==> config.mk <==
export PLATFORM = sky130hd
export DESIGN_NAME = adc_serial_master
export DESIGN_NICKNAME = d
export VERILOG_FILES = /design/src/rtl/adc_ser_pkg.sv /design/src/rtl/adc_conv_timer.sv /design/src/rtl/adc_frame_ctrl.sv /design/src/rtl/adc_bit_shifter.sv /design/src/rtl/adc_serial_master.sv
export SDC_FILE = /design/constraint.sdc
export NUM_CORES = 1
export LEC_CHECK = 0
export BUFFER_PORTS_ARGS = -buffer_cell sky130_fd_sc_hd__buf_4
export CAP_MARGIN = 25
export CORE_MARGIN = 8
export CORE_UTILIZATION = 46
export CTS_BUF_LIST = sky130_fd_sc_hd__clkbuf_4
export CTS_CLUSTER_DIAMETER = 80
export DETAILED_ROUTE_END_ITERATION = 8
export PLACE_DENSITY = 0.69
export SYNTH_ARGS = -nofsm -noshare
export SYNTH_HDL_FRONTEND = slang
export SYNTH_SLANG_ARGS = --single-unit
==> constraint.sdc <==
create_clock -name clk -period 2.3 [get_ports clk]
set_input_delay 0.69 -clock clk [delete_from_list [all_inputs] [get_ports clk]]
set_output_delay 0.69 -clock clk [all_outputs]
set_load 0.01 [all_outputs]
==> src/rtl/adc_ser_pkg.sv <==
package adc_ser_pkg;

    typedef enum logic {
        RD_AFTER_CONV  = 1'b0,
        RD_DURING_NEXT = 1'b1
    } rd_mode_e;

    function automatic int unsigned cnt_width(input int unsigned n);
        return (n > 1) ? $clog2(n) : 1;
    endfunction

endpackage

==> src/rtl/adc_conv_timer.sv <==
module adc_conv_timer
    import adc_ser_pkg::*;
#(
    parameter int unsigned CONV_CYCLES = 40
) (
    input  logic clk,
    input  logic rst_n,
    input  logic start_i,
    output logic busy_o,
    output logic accept_o,
    output logic done_o
);
    localparam int unsigned CW = cnt_width(CONV_CYCLES);
    localparam logic [CW-1:0] CNT_LOAD = CW'(CONV_CYCLES - 1);

    typedef struct packed {
        logic          busy;
        logic [CW-1:0] cnt;
    } tmr_t;

    tmr_t st_d, st_q;

    always_comb begin
        st_d     = st_q;
        accept_o = start_i && !st_q.busy;
        done_o   = st_q.busy && (st_q.cnt == '0);
        if (accept_o) begin
            st_d.busy = 1'b1;
            st_d.cnt  = CNT_LOAD;
        end else if (done_o) begin
            st_d.busy = 1'b0;
        end else if (st_q.busy) begin
            st_d.cnt = st_q.cnt - 1'b1;
        end
    end

    always_ff @(posedge clk) begin
        if (!rst_n) st_q <= '0;
        else        st_q <= st_d;
    end

    assign busy_o = st_q.busy;

    AST_START_ACCEPT: assert property (@(posedge clk) disable iff (!rst_n)
        start_i && !st_q.busy |=> st_q.busy && st_q.cnt == CNT_LOAD);
    AST_START_IGNORED: assert property (@(posedge clk) disable iff (!rst_n)
        start_i && st_q.busy && st_q.cnt != '0 |=> st_q.busy && st_q.cnt == $past(st_q.cnt) - 1'b1);

endmodule

==> src/rtl/adc_frame_ctrl.sv <==
module adc_frame_ctrl
    import adc_ser_pkg::*;
#(
    parameter int unsigned DATA_W = 16
) (
    input  logic              clk,
    input  logic              rst_n,
    input  logic              enable_i,
    input  rd_mode_e          rd_mode_i,
    input  logic              accept_i,
    input  logic              done_i,
    input  logic [DATA_W-1:0] result_i,
    input  logic              shifting_i,
    output logic              load_o,
    output logic [DATA_W-1:0] word_o
);
    typedef struct packed {
        logic              have;
        logic [DATA_W-1:0] held;
    } hold_t;

    hold_t st_d, st_q;

    always_comb begin
        st_d = st_q;
        if (done_i) begin
            st_d.have = 1'b1;
            st_d.held = result_i;
        end
        load_o = 1'b0;
        word_o = result_i;
        if (enable_i && !shifting_i) begin
            if (rd_mode_i == RD_AFTER_CONV) begin
                load_o = done_i;
            end else begin
                load_o = accept_i && st_q.have;
                word_o = st_q.held;
            end
        end
    end

    always_ff @(posedge clk) begin
        if (!rst_n) st_q <= '0;
        else        st_q <= st_d;
    end

    AST_PREV_REQUIRED: assert property (@(posedge clk) disable iff (!rst_n)
        load_o && rd_mode_i == RD_DURING_NEXT |-> st_q.have && accept_i);
    AST_FRESH_AT_DONE: assert property (@(posedge clk) disable iff (!rst_n)
        load_o && rd_mode_i == RD_AFTER_CONV |-> done_i && word_o == result_i);
    AST_NO_RELOAD: assert property (@(posedge clk) disable iff (!rst_n)
        shifting_i |-> !load_o);

endmodule

==> src/rtl/adc_bit_shifter.sv <==
module adc_bit_shifter
    import adc_ser_pkg::*;
#(
    parameter int unsigned DATA_W    = 16,
    parameter int unsigned SCLK_HALF = 2
) (
    input  logic              clk,
    input  logic              rst_n,
    input  logic              load_i,
    input  logic [DATA_W-1:0] word_i,
    output logic              shifting_o,
    output logic              sclk_o,
    output logic              sync_o,
    output logic              sdata_o
);
    localparam int unsigned HW = cnt_width(SCLK_HALF);
    localparam int unsigned BW = cnt_width(DATA_W);
    localparam int unsigned FRAME_LEN = 2 * SCLK_HALF * DATA_W;
    localparam int unsigned LW = cnt_width(FRAME_LEN + 1);
    localparam logic [HW-1:0] HALF_LAST = HW'(SCLK_HALF - 1);
    localparam logic [BW-1:0] BIT_LAST  = BW'(DATA_W - 1);

    typedef struct packed {
        logic              sync;
        logic              sclk;
        logic              sdata;
        logic [HW-1:0]     half;
        logic [BW-1:0]     bitn;
        logic [DATA_W-1:0] sreg;
    } shf_t;

    shf_t st_d, st_q;

    always_comb begin
        st_d = st_q;
        if (!st_q.sync) begin
            if (load_i) begin
                st_d.sync  = 1'b1;
                st_d.sclk  = 1'b0;
                st_d.half  = '0;
                st_d.bitn  = '0;
                st_d.sreg  = word_i;
                st_d.sdata = word_i[DATA_W-1];
            end
        end else if (st_q.half == HALF_LAST) begin
            st_d.half = '0;
            if (!st_q.sclk) begin
                st_d.sclk = 1'b1;
            end else begin
                st_d.sclk = 1'b0;
                if (st_q.bitn == BIT_LAST) begin
                    st_d.sync  = 1'b0;
                    st_d.sdata = 1'b0;
                end else begin
                    st_d.bitn  = st_q.bitn + 1'b1;
                    st_d.sdata = st_q.sreg[DATA_W-2];
                    st_d.sreg  = {st_q.sreg[DATA_W-2:0], 1'b0};
                end
            end
        end else begin
            st_d.half = st_q.half + 1'b1;
        end
    end

    always_ff @(posedge clk) begin
        if (!rst_n) st_q <= '0;
        else        st_q <= st_d;
    end

    assign shifting_o = st_q.sync;
    assign sclk_o     = st_q.sclk;
    assign sync_o     = st_q.sync;
    assign sdata_o    = st_q.sdata;

    // checking counters: active edges and strobe length within a frame
    logic [BW:0]   rise_cnt_q;
    logic [LW-1:0] len_cnt_q;

    always_ff @(posedge clk) begin
        if (!rst_n) begin
            rise_cnt_q <= '0;
            len_cnt_q  <= '0;
        end else begin
            if (st_d.sync && !st_q.sync) begin
                rise_cnt_q <= '0;
                len_cnt_q  <= LW'(1);
            end else begin
                if (st_d.sclk && !st_q.sclk) rise_cnt_q <= rise_cnt_q + 1'b1;
                if (st_d.sync) len_cnt_q <= len_cnt_q + 1'b1;
            end
        end
    end

    AST_DATA_STABLE: assert property (@(posedge clk) disable iff (!rst_n)
        st_q.sclk && $past(st_q.sclk) |-> $stable(st_q.sdata));
    AST_IDLE_QUIET: assert property (@(posedge clk) disable iff (!rst_n)
        !st_q.sync |-> !st_q.sclk && !st_q.sdata);
    AST_PULSE_COUNT: assert property (@(posedge clk) disable iff (!rst_n)
        $fell(st_q.sync) |-> rise_cnt_q == (BW+1)'(DATA_W));
    AST_FRAME_LEN: assert property (@(posedge clk) disable iff (!rst_n)
        $fell(st_q.sync) |-> len_cnt_q == LW'(FRAME_LEN));

endmodule

==> src/rtl/adc_serial_master.sv <==
module adc_serial_master
    import adc_ser_pkg::*;
#(
    parameter int unsigned DATA_W      = 16,
    parameter int unsigned SCLK_HALF   = 2,
    parameter int unsigned CONV_CYCLES = 40
) (
    input  logic              clk,
    input  logic              rst_n,
    input  logic              conv_start,
    input  logic [DATA_W-1:0] conv_result,
    input  logic              ser_sel,
    input  logic              clk_ext_sel,
    input  logic              read_mode,
    input  logic              sclk_inv,
    input  logic              sync_inv,
    output logic              busy,
    output logic              sclk,
    output logic              sdata,
    output logic              sync
);
    logic              accept, done, load, shifting;
    logic              sclk_raw, sync_raw, sdata_raw;
    logic [DATA_W-1:0] load_word;
    logic              master_en;
    rd_mode_e          mode;

    assign master_en = ser_sel && !clk_ext_sel;
    assign mode      = rd_mode_e'(read_mode);

    adc_conv_timer #(.CONV_CYCLES(CONV_CYCLES)) u_timer (
        .clk      (clk),
        .rst_n    (rst_n),
        .start_i  (conv_start),
        .busy_o   (busy),
        .accept_o (accept),
        .done_o   (done)
    );

    adc_frame_ctrl #(.DATA_W(DATA_W)) u_ctrl (
        .clk        (clk),
        .rst_n      (rst_n),
        .enable_i   (master_en),
        .rd_mode_i  (mode),
        .accept_i   (accept),
        .done_i     (done),
        .result_i   (conv_result),
        .shifting_i (shifting),
        .load_o     (load),
        .word_o     (load_word)
    );

    adc_bit_shifter #(.DATA_W(DATA_W), .SCLK_HALF(SCLK_HALF)) u_shift (
        .clk        (clk),
        .rst_n      (rst_n),
        .load_i     (load),
        .word_i     (load_word),
        .shifting_o (shifting),
        .sclk_o     (sclk_raw),
        .sync_o     (sync_raw),
        .sdata_o    (sdata_raw)
    );

    assign sclk  = sclk_raw ^ sclk_inv;
    assign sync  = sync_raw ^ sync_inv;
    assign sdata = sdata_raw;

    AST_SERIAL_GATE: assert property (@(posedge clk) disable iff (!rst_n)
        !sync_raw && !master_en |=> !sync_raw);
    AST_AFTER_CONV_START: assert property (@(posedge clk) disable iff (!rst_n)
        $rose(sync_raw) && !read_mode |-> $fell(busy));

endmodule

# [After elaboration in Yosys (flattened, before gate mapping)]
# Index checks and enable logic that the tools add are counted.
[totals] ff_bits=47 word_cells=61 output_inout_bits=4
[classes] addsub=3 n_eq_ne=5 n_bitwise=4 n_reduce_logical=18 muxes=20
[op_table] operator="$mux W20" count=3
[op_table] operator="$mux W24" count=2
[op_table] operator="$mux W16" count=2
[op_table] operator="$mux W6" count=2
[op_table] operator="$mux W1" count=9
[op_table] operator="$mux W7" count=1
[op_table] operator="$logic_not A6 Y1" count=1
[op_table] operator="$ne A2 B2 Y1 const B" count=3
[op_table] operator="$reduce_and A2 Y1" count=3
[op_table] operator="$reduce_bool A2 Y1" count=3
[op_table] operator="$sub A6 B1 Y6 const B" count=1
[op_table] operator="$logic_and A1 B1 Y1" count=5
[op_table] operator="$add A4 B1 Y4 const B" count=1
[op_table] operator="$eq A4 B4 Y1 const B" count=1
[op_table] operator="$reduce_and A4 Y1" count=1
[op_table] operator="$logic_not A1 Y1" count=3
[op_table] operator="$mux W3" count=1
[op_table] operator="$reduce_and A3 Y1" count=1
[op_table] operator="$ne A2 B1 Y1 const B" count=1
[op_table] operator="$not A1 Y1" count=2
[op_table] operator="$reduce_or A2 Y1" count=1
[op_table] operator="$xor A1 B1 Y1" count=2
[op_table] operator="$add A1 B1 Y1 const B" count=1

# [Longest topological paths before layout]
# Gate-level depths: netlist of the first run.
[logic_depth] ltp_word=7 depth_mapped=8 depth_no_buf=6

# [Modules after synthesis]
# Synthesis of the first run repeated with hierarchy kept, for this count alone.
[hier_totals] cells_unflattened=274 area_unflattened_um2=2600.0
[by_module_without_submodules] module="adc_bit_shifter" area_each_um2=1270.0 cells_each=150 n_inst=1
[by_module_without_submodules] module="adc_frame_ctrl" area_each_um2=898.4 cells_each=75 n_inst=1
[by_module_without_submodules] module="adc_conv_timer" area_each_um2=407.9 cells_each=46 n_inst=1
[by_module_without_submodules] module="adc_serial_master" area_each_um2=23.8 cells_each=3 n_inst=1

# [Least setup slack after synthesis of the first run]
# No wires, ideal clock.
[synth_timing] kind="input-to-reg" from="input port clk_ext_sel" to="register u_shift.st_q[5] (netlist bit)" arrival_ns=1.859 path_stages=6 setup_slack_ns=0.353 t_required_ns=2.212 setup_time_ns=0.088 path_buffers=2 path_cell_list="or3b_1 > buf_6 > nor3_4 > buf_6 > nand2_1 > a311oi_2"
[synth_between] elab_chain_cells=6 elab_cells_between_ends=9
[synth_lines] item="start: declaration" line_no="adc_serial_master.sv:13" text="input logic clk_ext_sel,"
[synth_lines] item="$logic_not A1 Y1 (*)" line_no="adc_serial_master.sv:28" text="assign master_en = ser_sel && !clk_ext_sel;"
[synth_lines] item="$logic_and A1 B1 Y1 (*)" line_no="adc_serial_master.sv:28"
[synth_lines] item="$logic_and A1 B1 Y1 (*)" line_no="adc_frame_ctrl.sv:32" text="if (enable_i && !shifting_i) begin"
[synth_lines] item="$mux W1 or $mux W16 (tied branches)" line_no="adc_frame_ctrl.sv:32"
[synth_lines] item="$reduce_bool A2 Y1 (no source line) or $mux W24 (tied branches)"
[synth_lines] item="$reduce_and A4 Y1 (no source line) or $mux W24 (tied branches)"
[synth_lines] item="end signal: assignment" line_no="adc_bit_shifter.sv:67" text="else st_q <= st_d;"
[synth_lines] item="end: declaration" line_no="adc_bit_shifter.sv:32" text="shf_t st_d, st_q;"
# Mark *: on every way between the ends. The rest lies on a longest branch, timed or not. The select of a mux whose other input is x is not followed.
# A chain may end at the register's enable or synchronous reset.

# [Worst setup path after layout of the first run]
[layout_timing] from="register u_timer.st_q[0] (netlist bit)" to="register u_shift.st_q[10] (netlist bit)"
[layout_between] elab_chain_cells=6
[layout_lines] item="start: declaration" line_no="adc_conv_timer.sv:21" text="tmr_t st_d, st_q;"
[layout_lines] item="start signal: assignment" line_no="adc_conv_timer.sv:39" text="else st_q <= st_d;"
[layout_lines] item="$logic_not A6 Y1" line_no="adc_conv_timer.sv:26" text="done_o = st_q.busy && (st_q.cnt == '0);"
[layout_lines] item="$logic_and A1 B1 Y1" line_no="adc_conv_timer.sv:26"
[layout_lines] item="$mux W1" line_no="adc_frame_ctrl.sv:33" text="if (rd_mode_i == RD_AFTER_CONV) begin"
[layout_lines] item="$mux W1" line_no="adc_frame_ctrl.sv:32"
[layout_lines] item="$reduce_bool A2 Y1 (no source line)"
[layout_lines] item="$reduce_and A4 Y1 (no source line)"
# No other way between the ends.

==> results by stage, run 1 <==
Power and ir drop:
- Of the total power, the share spent switching nets is 0.263.
- The ratio of total power to cell area is 591 nW/um^2.
- The sequential power share is 0.550.
- The fraction of power consumed by the clock network is 0.316.
- The largest voltage drop on the vdd net is 0.332 mV.
- The internal power of the cells is 1.18 mW.
- The reported leakage power is 0.894 nW.
- The design draws 1.60 mW.
- The share of total power dissipated in combinational logic is 0.134.
- The power spent charging and discharging nets is 0.420 mW.

Clock network:
- The number of buffers inserted by hold repair at cts is 0.
- CTS built an H-tree with a depth of 2.
- The setup fix buffers added after clock tree synthesis is 0.
- TritonCTS built the clock tree.
- The latest clock arrival within the worst-skew pair is 0.36 ns.
- The number of buffers created by CTS is 5.
- The clock passes through at most 2 buffers.
- The clock-pin slew reported for the worst setup and hold paths after clock tree synthesis is 0.13 ns.
- The number of gates resized after CTS was 0.
- CTS saw 47 sinks.
- The root buffer cell chosen for the clock tree is sky130_fd_sc_hd__clkbuf_4.

STA:
- For the pin with the worst max-slew slack, the measured transition is 0.468 ns.
- The final cycle utilization of the critical path is 0.848.
- In this run the tightest slew margin relative to its limit is 0.688.
- The count of final setup violators is 0.
- The post-layout minimum cycle time is 1.95 ns.
- The number of hold violations in the final report is 0.
- After routing, the total negative slack on setup checks comes to 0 ns.
- Clock skew on the completed layout was measured at 0.0117 ns.
- Setup repair after global routing left no endpoint under its margin.
- For this run, the top clock speed supported by timing is 513 MHz.
- The worst setup slack after layout is 0.350 ns.
- The final-layout worst hold slack is 0.463 ns.
- The number of pins with negative max-slew slack in the final report is 0.

Cells and area:
- The number of diodes added for antenna fixing is 0.
- The net count of the finished layout is 317.
- The final non-filler cell total is 359.
- In the final layout, the share of cells above drive strength 1 is 0.226.
- Relative to the synthesized area, the layout overhead comes to 17.0%.
- Measured on the finished design, the core utilization comes to 0.564.
- The area of all placed cells without fillers is 2700 sq um.

Floorplan:
- The floorplan core area is 4790 sq um.
- From left edge to right edge, the die measures 86.8 um.
- The I/O pin total is 28.
- After floorplanning, the core was divided into 25 placement rows.
- The die area is 7540 sq um.
- The die is 86.8 um tall.
- The starting utilization of the core area is 0.482.

Placed design:
- The post-placement setup slack is 0.0573 ns.
- After detailed placement, the total cell area comes to 2620 sq um.
- At the end of routability-driven placement, the weighted congestion stood at 0.829.
- In this run, placement finished with an instance count of 351.
- The HPWL after detailed placement is 3600 um.
- Buffers placed on the I/O ports in this run total 27.

Logic synthesis:
- The number of nets in the synthesized netlist is 290.
- By instance count, the leading cell after synthesis is sky130_fd_sc_hd__nand2_1.
- The total of flip-flops plus latches after synthesis is 47.
- The flip-flop cell with the highest count after synthesis is sky130_fd_sc_hd__dfxtp_1.
- The average instance in the mapped netlist occupies 8.74 sq um.
- Yosys printed 0 warnings.
- The area fraction of the dominant cell type after synthesis is 0.408.
- In the synthesized netlist the async set-or-reset flop fraction comes to 0.
- In this run the cell area of the synthesized design comes to 2310 sq um.
- The number of distinct library cell variants in the gate-level netlist after synthesis is 49.
- The synthesized design contains 0 enable-type register cells.
- By area the synthesized netlist is led by sky130_fd_sc_hd__dfxtp_1 41%, sky130_fd_sc_hd__nand2_1 8.8%, sky130_fd_sc_hd__a311oi_2 6.5%, sky130_fd_sc_hd__a21oi_1 5.4%, sky130_fd_sc_hd__a22oi_1 4.9%.
- Sorting the synthesized cells by how often they occur yields 54 x sky130_fd_sc_hd__nand2_1, 47 x sky130_fd_sc_hd__dfxtp_1, 25 x sky130_fd_sc_hd__a21oi_1, 16 x sky130_fd_sc_hd__nor3_1, 15 x sky130_fd_sc_hd__a22oi_1.
- The post-synthesis sequential area ratio is 0.408.
- The cell count after synthesis is 264.
- The largest area contributor in the synthesized netlist is sky130_fd_sc_hd__dfxtp_1.

Global route:
- The first global-routing pass estimated 9030 um of wire.
- The via count of the first global-routing pass is 1919.
- The initial antenna violation count is 0.
- The global-route total usage across every layer is 0.147.
- After global routing the overflow that remains totals 0.
- Entering global routing, the biggest net connects 31 pins.

Min path:
- The worst hold path passes through 2 cells.
- The source of the worst hold timing path is u_ctrl.st_q[12].
- In this run the worst hold path is classified as flip-flop to flip-flop.
- The hold-critical path endpoint is u_ctrl.st_q[12].

Routing:
- The remaining routing DRC violations is 0.
- Using the TritonRoute via totals, the vias-per-cell ratio works out to 5.60.
- In this run, the number of DRC markers left after iteration 0 of detailed routing was 159.
- Dividing the detail-routed wire length by the instance count gives 14.8 um.
- The final layout contains routed wiring with a total length of 5320 um.
- The first-pass iteration count of the detailed router is 4.
- The detailed-route via count is 2011.
- In this run the remaining antenna-violating nets after routing total 0.

Critical path:
- The largest fanout on the critical path is 30.
- For flop-to-flop paths, the worst setup slack is 0.35 ns.
- STA classifies the critical path startpoint as a flip-flop.
- The required time of the critical path is 2.58 ns.
- The endpoint identified for the worst register-to-register timing path is u_shift.st_q[10].
- At the worst endpoint, the arrival time is 2.23 ns.
- The length in cells of the worst reg-to-reg path is 7.
- The setup path with the least slack is of type flip-flop to flip-flop.
- In this run the critical register-to-register path is launched from u_timer.st_q[0].
- The worst setup path is captured at a flip-flop.

Flow run:
- The max-capacitance violation count is 0.

Run status:
- The flow ran to the end, and the final reports show no timing, DRC or antenna violations.
==> critical path, stage by stage, from the launching register on <==
cell and delay, ns:
sky130_fd_sc_hd__dfxtp_1 0.37, sky130_fd_sc_hd__inv_1 0.07, sky130_fd_sc_hd__ha_1 0.21, sky130_fd_sc_hd__or3b_2 0.51
sky130_fd_sc_hd__nor3_4 0.17, sky130_fd_sc_hd__buf_12 0.21, sky130_fd_sc_hd__nand2_1 0.08, sky130_fd_sc_hd__a311oi_2 0.25
==> worst max path at each step <==
stage               startpoint                to  slack (ns)  cells past startpoint
4_1_cts        u_timer.st_q[0]  u_shift.st_q[14]        0.35                      7
2_1_floorplan      clk_ext_sel   u_shift.st_q[5]        0.35                      6
6_report       u_timer.st_q[0]  u_shift.st_q[10]        0.35                      7
5_1_grt        u_timer.st_q[0]  u_shift.st_q[12]        0.23                      7
3_5_place_dp       clk_ext_sel  u_shift.st_q[10]        0.06                      6
3_3_place_gp       clk_ext_sel  u_shift.st_q[12]         0.1                      6
==> final cells by class <==
type	count	area, sq um
Clock buffer	5	37.5
Clock inverter	3	43.8
Fill cell	452	2080
Inverter	4	15.0
Multi-Input combinational cell	195	1240
Sequential cell	47	941
Tap cell	67	83.8
Timing Repair Buffer	38	335
==> placed cells by master (no fill, tap or decap), types with 2 or more instances in the layout <==
cell type and instances:
sky130_fd_sc_hd__nand2_1 54, sky130_fd_sc_hd__dfxtp_1 47, sky130_fd_sc_hd__buf_4 34, sky130_fd_sc_hd__a21oi_1 25, sky130_fd_sc_hd__nor3_1 16, sky130_fd_sc_hd__a22oi_1 15
sky130_fd_sc_hd__a311oi_2 10, sky130_fd_sc_hd__nand3_1 7, sky130_fd_sc_hd__nor2_1 5, sky130_fd_sc_hd__a311oi_1 5, sky130_fd_sc_hd__clkbuf_4 5, sky130_fd_sc_hd__nand2b_1 4
sky130_fd_sc_hd__buf_12 4, sky130_fd_sc_hd__inv_1 3, sky130_fd_sc_hd__xor2_1 3, sky130_fd_sc_hd__nor3b_1 3, sky130_fd_sc_hd__o21ai_0 3, sky130_fd_sc_hd__and3_1 3
sky130_fd_sc_hd__a31oi_1 3, sky130_fd_sc_hd__o211ai_1 3, sky130_fd_sc_hd__or3_1 3, sky130_fd_sc_hd__nor2b_1 2, sky130_fd_sc_hd__and2_1 2, sky130_fd_sc_hd__o21ai_1 2
sky130_fd_sc_hd__o21a_1 2, sky130_fd_sc_hd__o21bai_1 2, sky130_fd_sc_hd__a211oi_1 2, sky130_fd_sc_hd__ha_1 2
==> metal layers <==
metal  up-vias  share of wire  GRT usage
met5         -              0          0
met4         0         0.0064     0.0329
met3         4          0.056     0.0406
met2        51           0.46      0.236
met1       934           0.48      0.190
li1       1022              -          -
==> registers in the layout (all words and copies together), names as in the netlist <==
| signal | cells |
|---|---|
| u_ctrl.st_q | 17 |
| u_shift.sclk_o | 1 |
| u_shift.sdata_o | 1 |
| u_shift.shifting_o | 1 |
| u_shift.st_q | 20 |
| u_timer.busy_o | 1 |
| u_timer.st_q | 6 |
==> logic make-up after synthesis <==
kind of cell | Yosys count | share of synthesized area
simple gates | 111 | 0.247
compound gates | 78 | 0.267
flops | 47 | 0.408
buf+inv | 22 | 0.0531
xor+xnor | 4 | 0.0152
fa+ha+maj | 2 | 0.0108
==> power by group through the flow <==
stage	logic (mW)	clock network, mW	registers [mW]
6_report	0.214	0.505	0.878
3_3_place_gp	0.212	0	0.894
4_1_cts	0.216	0.516	0.877
2_1_floorplan	0.141	0	0.885
3_5_place_dp	0.215	0	0.895
5_1_grt	0.239	0.549	0.884
Power figures use the tool's default switching activity.
==> run 2: changes to the inputs <==
- ABC_AREA: unset -> 1
- clock period: 2.3 -> 1.94 ns (I/O delays scaled with it)
==> run 2 against run 1 <==
Net effect:
- hold slack got worse by 0.011 ns
- global-route usage increased by 0.58 points
- clock skew decreased by 0.0041 ns
- final area decreased by 0.28%
- critical path type is now flip-flop to primary output
==> results by stage, run 2 <==
Critical path:
- The launching element type of the critical path is a flip-flop.
- The setup slack on the worst flop-to-flop path was 0.28 ns (-0.07 ns).
- The largest fanout on the critical path is 10 (-67%).
- The critical register-to-register path endpoint is u_ctrl.st_q[14].
- The required time of the critical path is 1.36 ns (-1.22 ns).
- The length in cells of the worst reg-to-reg path is 8 (+1).
- The start point of the critical path is u_shift.shifting_o.
- The setup path with the least slack is of type flip-flop to primary output.
- The sort of element at the end of the critical path is a primary output.
- The data arrival time of the worst path was 1.20 ns (-1.03 ns).
- The most critical setup path has its endpoint at sync.
- The startpoint identified for the worst register-to-register timing path is u_timer.st_q[0].

Floorplan:
- The starting utilization of the core area is 0.472 (-0.0107).
- The number of core rows was 26 (+4.0%).
- The die area is 7770 sq um (+3.0%).
- The die width is 88.1 um (+1.5%).
- The die height is 88.1 um (+1.5%).
- The I/O pin total came to 28 (unchanged).
- The floorplan core area is 5070 sq um (+6.0%).

Logic synthesis:
- The number of distinct library cell variants in the gate-level netlist after synthesis is 22 (-55%).
- The post-synthesis sequential area ratio is 0.393 (-0.0145).
- The adder and majority gate portion of the synthesized area came to 0.0105 (-0.000385).
- The synthesis warning total is 0 (unchanged).
- The total of flip-flops plus latches after synthesis is 47 (unchanged).
- The area fraction in compound gates after synthesis is 0.112 (-0.154).
- By area the synthesized netlist is led by sky130_fd_sc_hd__dfxtp_1 39%, sky130_fd_sc_hd__nand2_1 19%, sky130_fd_sc_hd__nor2_1 12%, sky130_fd_sc_hd__o21ai_0 7.9%, sky130_fd_sc_hd__inv_1 5.2%.
- The number of enable flip-flop cells after synthesis is 0 (unchanged).
- In the post-synthesis netlist, the cell with the most instances is sky130_fd_sc_hd__nand2_1.
- The post-synthesis share of cell area spent on and, or, nand and nor gates is 0.381 (+0.134).
- The post-synthesis cell area was 2390 sq um (+3.7%).
- The area fraction of the dominant cell type after synthesis is 0.393 (-0.0145).
- Ranked by instance count, the synthesized netlist is headed by 123 x sky130_fd_sc_hd__nand2_1, 77 x sky130_fd_sc_hd__nor2_1, 47 x sky130_fd_sc_hd__dfxtp_1, 38 x sky130_fd_sc_hd__o21ai_0, 33 x sky130_fd_sc_hd__inv_1.
- The multiplexer share of the synthesized area is 0 (unchanged).
- By area, the combinational part of the netlist is dominated by simple AND/OR/NAND/NOR gates.
- The mean post-synth cell area was 6.35 sq um (-27%).
- The share of async-settable or async-resettable flops after synthesis is 0 (unchanged).
- The parity-gate share of the synthesized area counting xor and xnor cells was 0.0110 (-0.00420).
- The synthesized netlist net count is 403 (+39%).
- The cell count after synthesis is 377 (+43%).
- The largest area contributor in the synthesized netlist is sky130_fd_sc_hd__dfxtp_1.
- The flip-flop cell with the highest count after synthesis is sky130_fd_sc_hd__dfxtp_1.

Routing:
- The remaining routing DRC violations is 0 (unchanged).
- The detailed-route via count is 2263 (+13%).
- The average routed wire per standard cell was 11.3 um (-24%).
- The number of routed nets with antenna violations came to 0 (unchanged).
- The initial DRC count is 104 (-35%).
- The final wirelength came to 5330 um (+0.15%).
- The first-pass iteration count of the detailed router is 4 (unchanged).
- The mean number of vias per cell came to 4.79 (-14%).

Global route:
- The initial antenna violation count is 0 (unchanged).
- The via count of the first global-routing pass is 2187 (+14%).
- The global-route total usage across every layer is 0.153 (+0.00580).
- The global-route wire length before repair is 9540 um (+5.7%).
- The largest net degree at the start of global routing is 32 (+3.2%).
- The leftover overflow at the end of global routing is 0 (unchanged).

Cells and area:
- In the final layout, the registers with the most flip-flops are u_shift.st_q: 20 flops, u_ctrl.st_q: 17 flops, u_timer.st_q: 6 flops.
- The number of diodes added for antenna fixing is 0 (unchanged).
- The ratio of cells with drive above 1 in the final layout is 0.129 (-0.0967).
- The flip-flop count of the largest register, all copies and words added was 20 (unchanged).
- The library cell used most frequently in the layout, excluding fill and tap cells, is sky130_fd_sc_hd__nand2_1.
- In the layout the commonest cells are 123 x sky130_fd_sc_hd__nand2_1, 77 x sky130_fd_sc_hd__nor2_1, 46 x sky130_fd_sc_hd__dfxtp_1.
- From synthesis to final layout, the design area changed by 12.5%.
- The final non-filler cell total came to 472 (+31%).
- The largest register by flop count is u_shift.st_q.
- The net count of the finished layout is 427 (+35%).

STA:
- The number of hold violations in the final report is 0 (unchanged).
- The relative slew slack is 0.715 (+0.0271).
- The worst path needs 1.78 ns of the cycle, external delays included.
- The maximum clock frequency is 560 MHz.
- The number of pins with negative max-slew slack in the final report is 0 (unchanged).
- The transition time at the pin with the least slew margin is 0.428 ns (-0.0399 ns).
- The count of final setup violators is 0 (unchanged).
- Dividing the final minimum period by the clock period gives 0.920.
- The final sum of negative setup slack is 0 ns (unchanged).
- Setup repair after global routing left no endpoint under its margin.
- The setup skew after layout came to 0.00759 ns (-0.00409 ns).

Power and ir drop:
- The reported leakage power is 1.36 nW (+52%).
- The ratio of total power to cell area was 763 nW/um^2 (+29%).
- The largest voltage drop on the vdd net is 0.405 mV (+22%).
- The total power is 2.06 mW (+29%).

Clock network:
- The deepest clock path buffer count is 2 (unchanged).
- The deepest level of the CTS H-tree is 2 (unchanged).
- The number of sinks on the clock net is 47 (unchanged).
- The number of buffers created by CTS is 5 (unchanged).
- The latest clock arrival within the worst-skew pair is 0.35 ns (about the same).
- The clock-pin slew reported for the worst setup and hold paths after clock tree synthesis is 0.13 ns (about the same).
- The library cell used as clock root buffer is sky130_fd_sc_hd__clkbuf_4.
- TritonCTS built the clock tree.

Flow run:
- The max-capacitance violation count is 0 (unchanged).

Placed design:
- The count of buffers from port buffering was 27 (unchanged).
- The number of placed instances with taps included is 464 (+32%).
- The sum of net half-perimeters after detailed placement is 3810 um (+5.6%).
- The final estimated routing congestion in global placement came to 0.810 (-2.3%).

Min path:
- The min-delay analysis places its worst path in the category primary input to flip-flop.

Run status:
- The run finished with clean final reports.
-- run 2: cell types whose count changed in the layout (fill, tap and decap cells not counted), moves of 5 or more --
cell,previous run,this run
sky130_fd_sc_hd__a311oi_2,10,0
sky130_fd_sc_hd__a22oi_1,15,0
sky130_fd_sc_hd__o21ai_0,3,38
sky130_fd_sc_hd__nand2_1,54,123
sky130_fd_sc_hd__a21oi_1,25,13
sky130_fd_sc_hd__inv_1,3,33
sky130_fd_sc_hd__nor2_1,5,77
sky130_fd_sc_hd__nor3_1,16,0
sky130_fd_sc_hd__a311oi_1,5,0
-- run 2: how the worst min path moves through the flow --
| stage | start | to | slack (ns) | cells after the start |
|---|---|---|---|---|
| 2_1_floorplan | u_shift.st_q[0] | u_shift.st_q[0] | 0.44 | 2 |
| 3_3_place_gp | u_shift.st_q[0] | u_shift.st_q[0] | 0.46 | 2 |
| 3_5_place_dp | u_shift.st_q[0] | u_shift.st_q[0] | 0.47 | 2 |
| 4_1_cts | conv_result[10] | u_ctrl.st_q[10] | 0.44 | 3 |
| 5_1_grt | conv_result[7] | u_ctrl.st_q[7] | 0.44 | 3 |
| 6_report | conv_result[7] | u_ctrl.st_q[7] | 0.45 | 3 |
-- run 2: cell families (layout without fill, tap and decap cells) --
family / after synthesis / in the layout
AO/OA/AOI/OAI: 53 / 53
XOR/XNOR: 3 / 3
adder cells (fa/ha/maj): 2 / 2
buffers and inverters: 50 / 75
flip-flops: 47 / 47
AND/OR/NAND/NOR: 222 / 222
-- run 2: layer usage --
metal  routed length (um)  GRT usage  up-vias
met1                 2510      0.184     1013
met3                  194     0.0310        5
met2                 2580      0.268       37
li1                     -          -     1208
met5                    0          0        -
met4                   42     0.0415        0
-- run 2: power by group --
group | switching (mW) | leakage (nW) | internal [mW] | total, mW
Combinational | 0.292 | 0.941 | 0.187 | 0.479
Clock | 0.297 | 0.0307 | 0.149 | 0.446
Sequential | 0.0619 | 0.384 | 1.07 | 1.13
-- run 2: metrics by stage --
step                setup WS (ns)  area, sq um  hold WS (ns)   util
floorplan                   0.278         2390         0.439      -
global placement            0.163         2640         0.457  0.520
detailed placement         0.0978         2640         0.473  0.520
CTS                        0.0682         2690         0.438  0.531
global route               0.0320         2690         0.436  0.531
finish                      0.155         2690         0.452  0.531
-- run 2: worst max-delay path, cell delays in order (launching register included) --
cell	delay [ns]
sky130_fd_sc_hd__dfxtp_2	0.38
sky130_fd_sc_hd__buf_4	0.18
sky130_fd_sc_hd__xor2_1	0.15
sky130_fd_sc_hd__buf_4	0.14
-- run 2: final cells by class --
type / instances / area, sq um
clock buffer: 6 / 45.0
clock inverter: 2 / 7.51
fill: 550 / 2380
inverter: 33 / 124
multi-input combinational: 280 / 1230
sequential: 47 / 942
tap: 70 / 87.6
timing repair buffer: 34 / 255
-- run 2: timing repair --
action,in CTS,in global routing
buffers inserted,0,0
endpoints found under the setup margin,0,1
endpoints found under the hold margin,0,0
hold buffers,0,0
gates resized for setup,0,1
==> run 3: changes to the inputs <==
- RECOVER_POWER: unset -> 50
==> run 3 against run 2 <==
Net effect:
- routed wire length rose by 0.11%
- combinational power down 1%
- sequential share of layout area grew 0.15 points
- clock power about the same
- global-route usage unchanged
- cell count unchanged
- critical endpoint unchanged
- largest cell class unchanged
- largest power group unchanged
- highest routed layer unchanged
==> results by stage, run 3 (synthesized netlist as in run 2, its figures left out) <==
Run status:
- The run finished with clean final reports.

Critical path:
- The kind of critical path is flip-flop to primary output.
- The worst setup path is captured at a primary output.
- The setup slack on the worst flop-to-flop path came to 0.28 ns (about the same).
- The length in cells of the worst reg-to-reg path came to 8 (unchanged).
- The launching element type of the critical path is a flip-flop.
- The required time of the critical path was 1.36 ns (about the same).
- The largest fanout on the critical path is 10 (unchanged).
- The data arrival time of the worst path is 1.20 ns (about the same).

Cells and area:
- The number of diodes added for antenna fixing was 0 (unchanged).
- The flip-flop count of the largest register, all copies and words added is 20 (unchanged).
- The largest register by flop count is u_shift.st_q.
- The most common cell after layout, fill and taps aside is sky130_fd_sc_hd__nand2_1.
- The post-synthesis to final-layout area growth is 12.1%.
- The filler cell count in the final layout is 555 (+0.91%).
- The largest registers in the layout are u_shift.st_q: 20 flops, u_ctrl.st_q: 17 flops, u_timer.st_q: 6 flops.
- The share of the core filled with cells is 0.529 (-0.00222).
- The ratio of cells with drive above 1 in the final layout is 0.122 (-0.00746).
- The net count of the finished layout is 427 (unchanged).
- In the layout the commonest cells are 123 x sky130_fd_sc_hd__nand2_1, 77 x sky130_fd_sc_hd__nor2_1, 46 x sky130_fd_sc_hd__dfxtp_1.

Routing:
- The first-pass iteration count of the detailed router is 4 (unchanged).
- The average routed wire per standard cell is 11.3 um (+0.11%).
- The mean number of vias per cell came to 4.80 (about the same).
- The number of routed nets with antenna violations is 0 (unchanged).
- The remaining routing DRC violations is 0 (unchanged).
- The final wirelength is 5330 um (+0.11%).
- The initial DRC count was 108 (+3.8%).
- The detailed-route via count is 2265 (+0.088%).

Power and ir drop:
- The largest voltage drop on the vdd net was 0.404 mV (about the same).
- The ratio of total power to cell area is 764 nW/um^2 (+0.18%).
- The reported leakage power is 1.34 nW (-0.87%).

Global route:
- The largest net degree at the start of global routing is 32 (unchanged).
- The global-route wire length before repair came to 9540 um (unchanged).
- The via count of the first global-routing pass is 2187 (unchanged).
- The initial antenna violation count is 0 (unchanged).
- The global-route total usage across every layer is 0.153 (unchanged).
- The leftover overflow at the end of global routing is 0 (unchanged).

Floorplan:
- The die width is 88.1 um (unchanged).
- The starting utilization of the core area came to 0.472 (unchanged).
- The floorplan core area is 5070 sq um (unchanged).
- The number of core rows is 26 (unchanged).
- The I/O pin total is 28 (unchanged).
- The die height was 88.1 um (unchanged).
- The die area is 7770 sq um (unchanged).

Clock network:
- The root buffer cell chosen for the clock tree is sky130_fd_sc_hd__clkbuf_4.
- The number of buffers created by CTS was 5 (unchanged).
- The number of buffers inserted by hold repair at cts came to 0 (unchanged).
- The post-cts gate resize count came to 0 (unchanged).
- The deepest level of the CTS H-tree was 2 (unchanged).
- The number of sinks on the clock net is 47 (unchanged).
- The clock-pin slew reported for the worst setup and hold paths after clock tree synthesis was 0.13 ns (about the same).
- TritonCTS built the clock tree.
- The setup fix buffers added after clock tree synthesis is 0 (unchanged).
- The deepest clock path buffer count came to 2 (unchanged).
- The latest clock arrival within the worst-skew pair is 0.35 ns (about the same).

STA:
- The relative slew slack was 0.717 (+0.00235).
- The count of final setup violators is 0 (unchanged).
- The final sum of negative setup slack is 0 ns (unchanged).
- The number of pins with negative max-slew slack in the final report is 0 (unchanged).
- Setup repair after global routing left no endpoint under its margin.
- The final cycle utilization of the critical path came to 0.920 (about the same).
- The transition time at the pin with the least slew margin was 0.424 ns (-0.00353 ns).
- The post-layout minimum cycle time is 1.78 ns (-0.000115 ns).
- The number of hold violations in the final report is 0 (unchanged).
- The setup skew after layout was 0.00759 ns (+0.000000230 ns).
- The maximum clock frequency came to 560 MHz (about the same).
- The worst setup slack after layout is 0.155 ns (+0.000115 ns).

Placed design:
- The post-placement setup slack is 0.0978 ns (unchanged).
- The sum of net half-perimeters after detailed placement was 3810 um (unchanged).
- The final estimated routing congestion in global placement is 0.810 (unchanged).
- The count of buffers from port buffering was 27 (unchanged).

Min path:
- The worst min-delay path category is primary input to flip-flop.
- The count of cells along the worst hold path was 3 (unchanged).

Flow run:
- The max-capacitance violation count is 0 (unchanged).
## run 3: changes by cell type in the layout (fill, tap and decap cells not counted), sizes merged
cell,delta
buf,-3
clkbuf,+3
## run 3: layer usage
metal	vias up	routed length (um)	global-route usage
met5	-	0	0
met4	0	42	0.0415
met3	5	194	0.0310
met2	35	2580	0.268
met1	1017	2520	0.184
li1	1208	-	-
## run 3: final timing paths
check | startpoint | end
min reg2reg | u_shift.st_q[0] | u_shift.st_q[0]
max reg2reg | u_timer.st_q[0] | u_ctrl.st_q[14]
max | u_shift.shifting_o | sync
min | conv_result[7] | u_ctrl.st_q[7]
## run 3: per-stage QoR
step	std cells	power (mW)	hold WS [ns]	instance area, sq um
2_1_floorplan	377	1.50	0.439	2390
3_3_place_gp	464	1.62	0.457	2640
3_5_place_dp	464	1.63	0.473	2640
4_1_cts	472	2.08	0.438	2690
5_1_grt	472	2.21	0.436	2680
6_report	472	2.05	0.451	2680
## run 3: critical path: stages, from the launching register on
cell and delay (ns):
sky130_fd_sc_hd__dfxtp_2 0.38, sky130_fd_sc_hd__buf_4 0.18, sky130_fd_sc_hd__xor2_1 0.15, sky130_fd_sc_hd__buf_4 0.14
## run 3: cell type report
class	instances	area, sq um	share of cell area
tap	70	87.6	0.0326
timing repair buffer	34	244	0.0910
inverter	33	124	0.0462
clock buffer	6	45.0	0.0168
sequential	47	942	0.351
multi-input combinational	280	1230	0.459
clock inverter	2	7.51	0.00280
## run 3: report_power, final
part | switching, mW | internal [mW] | total (mW)
Clock | 0.298 | 0.149 | 0.447
Sequential | 0.0618 | 1.07 | 1.13
Combinational | 0.292 | 0.182 | 0.474
Total | 0.652 | 1.40 | 2.05
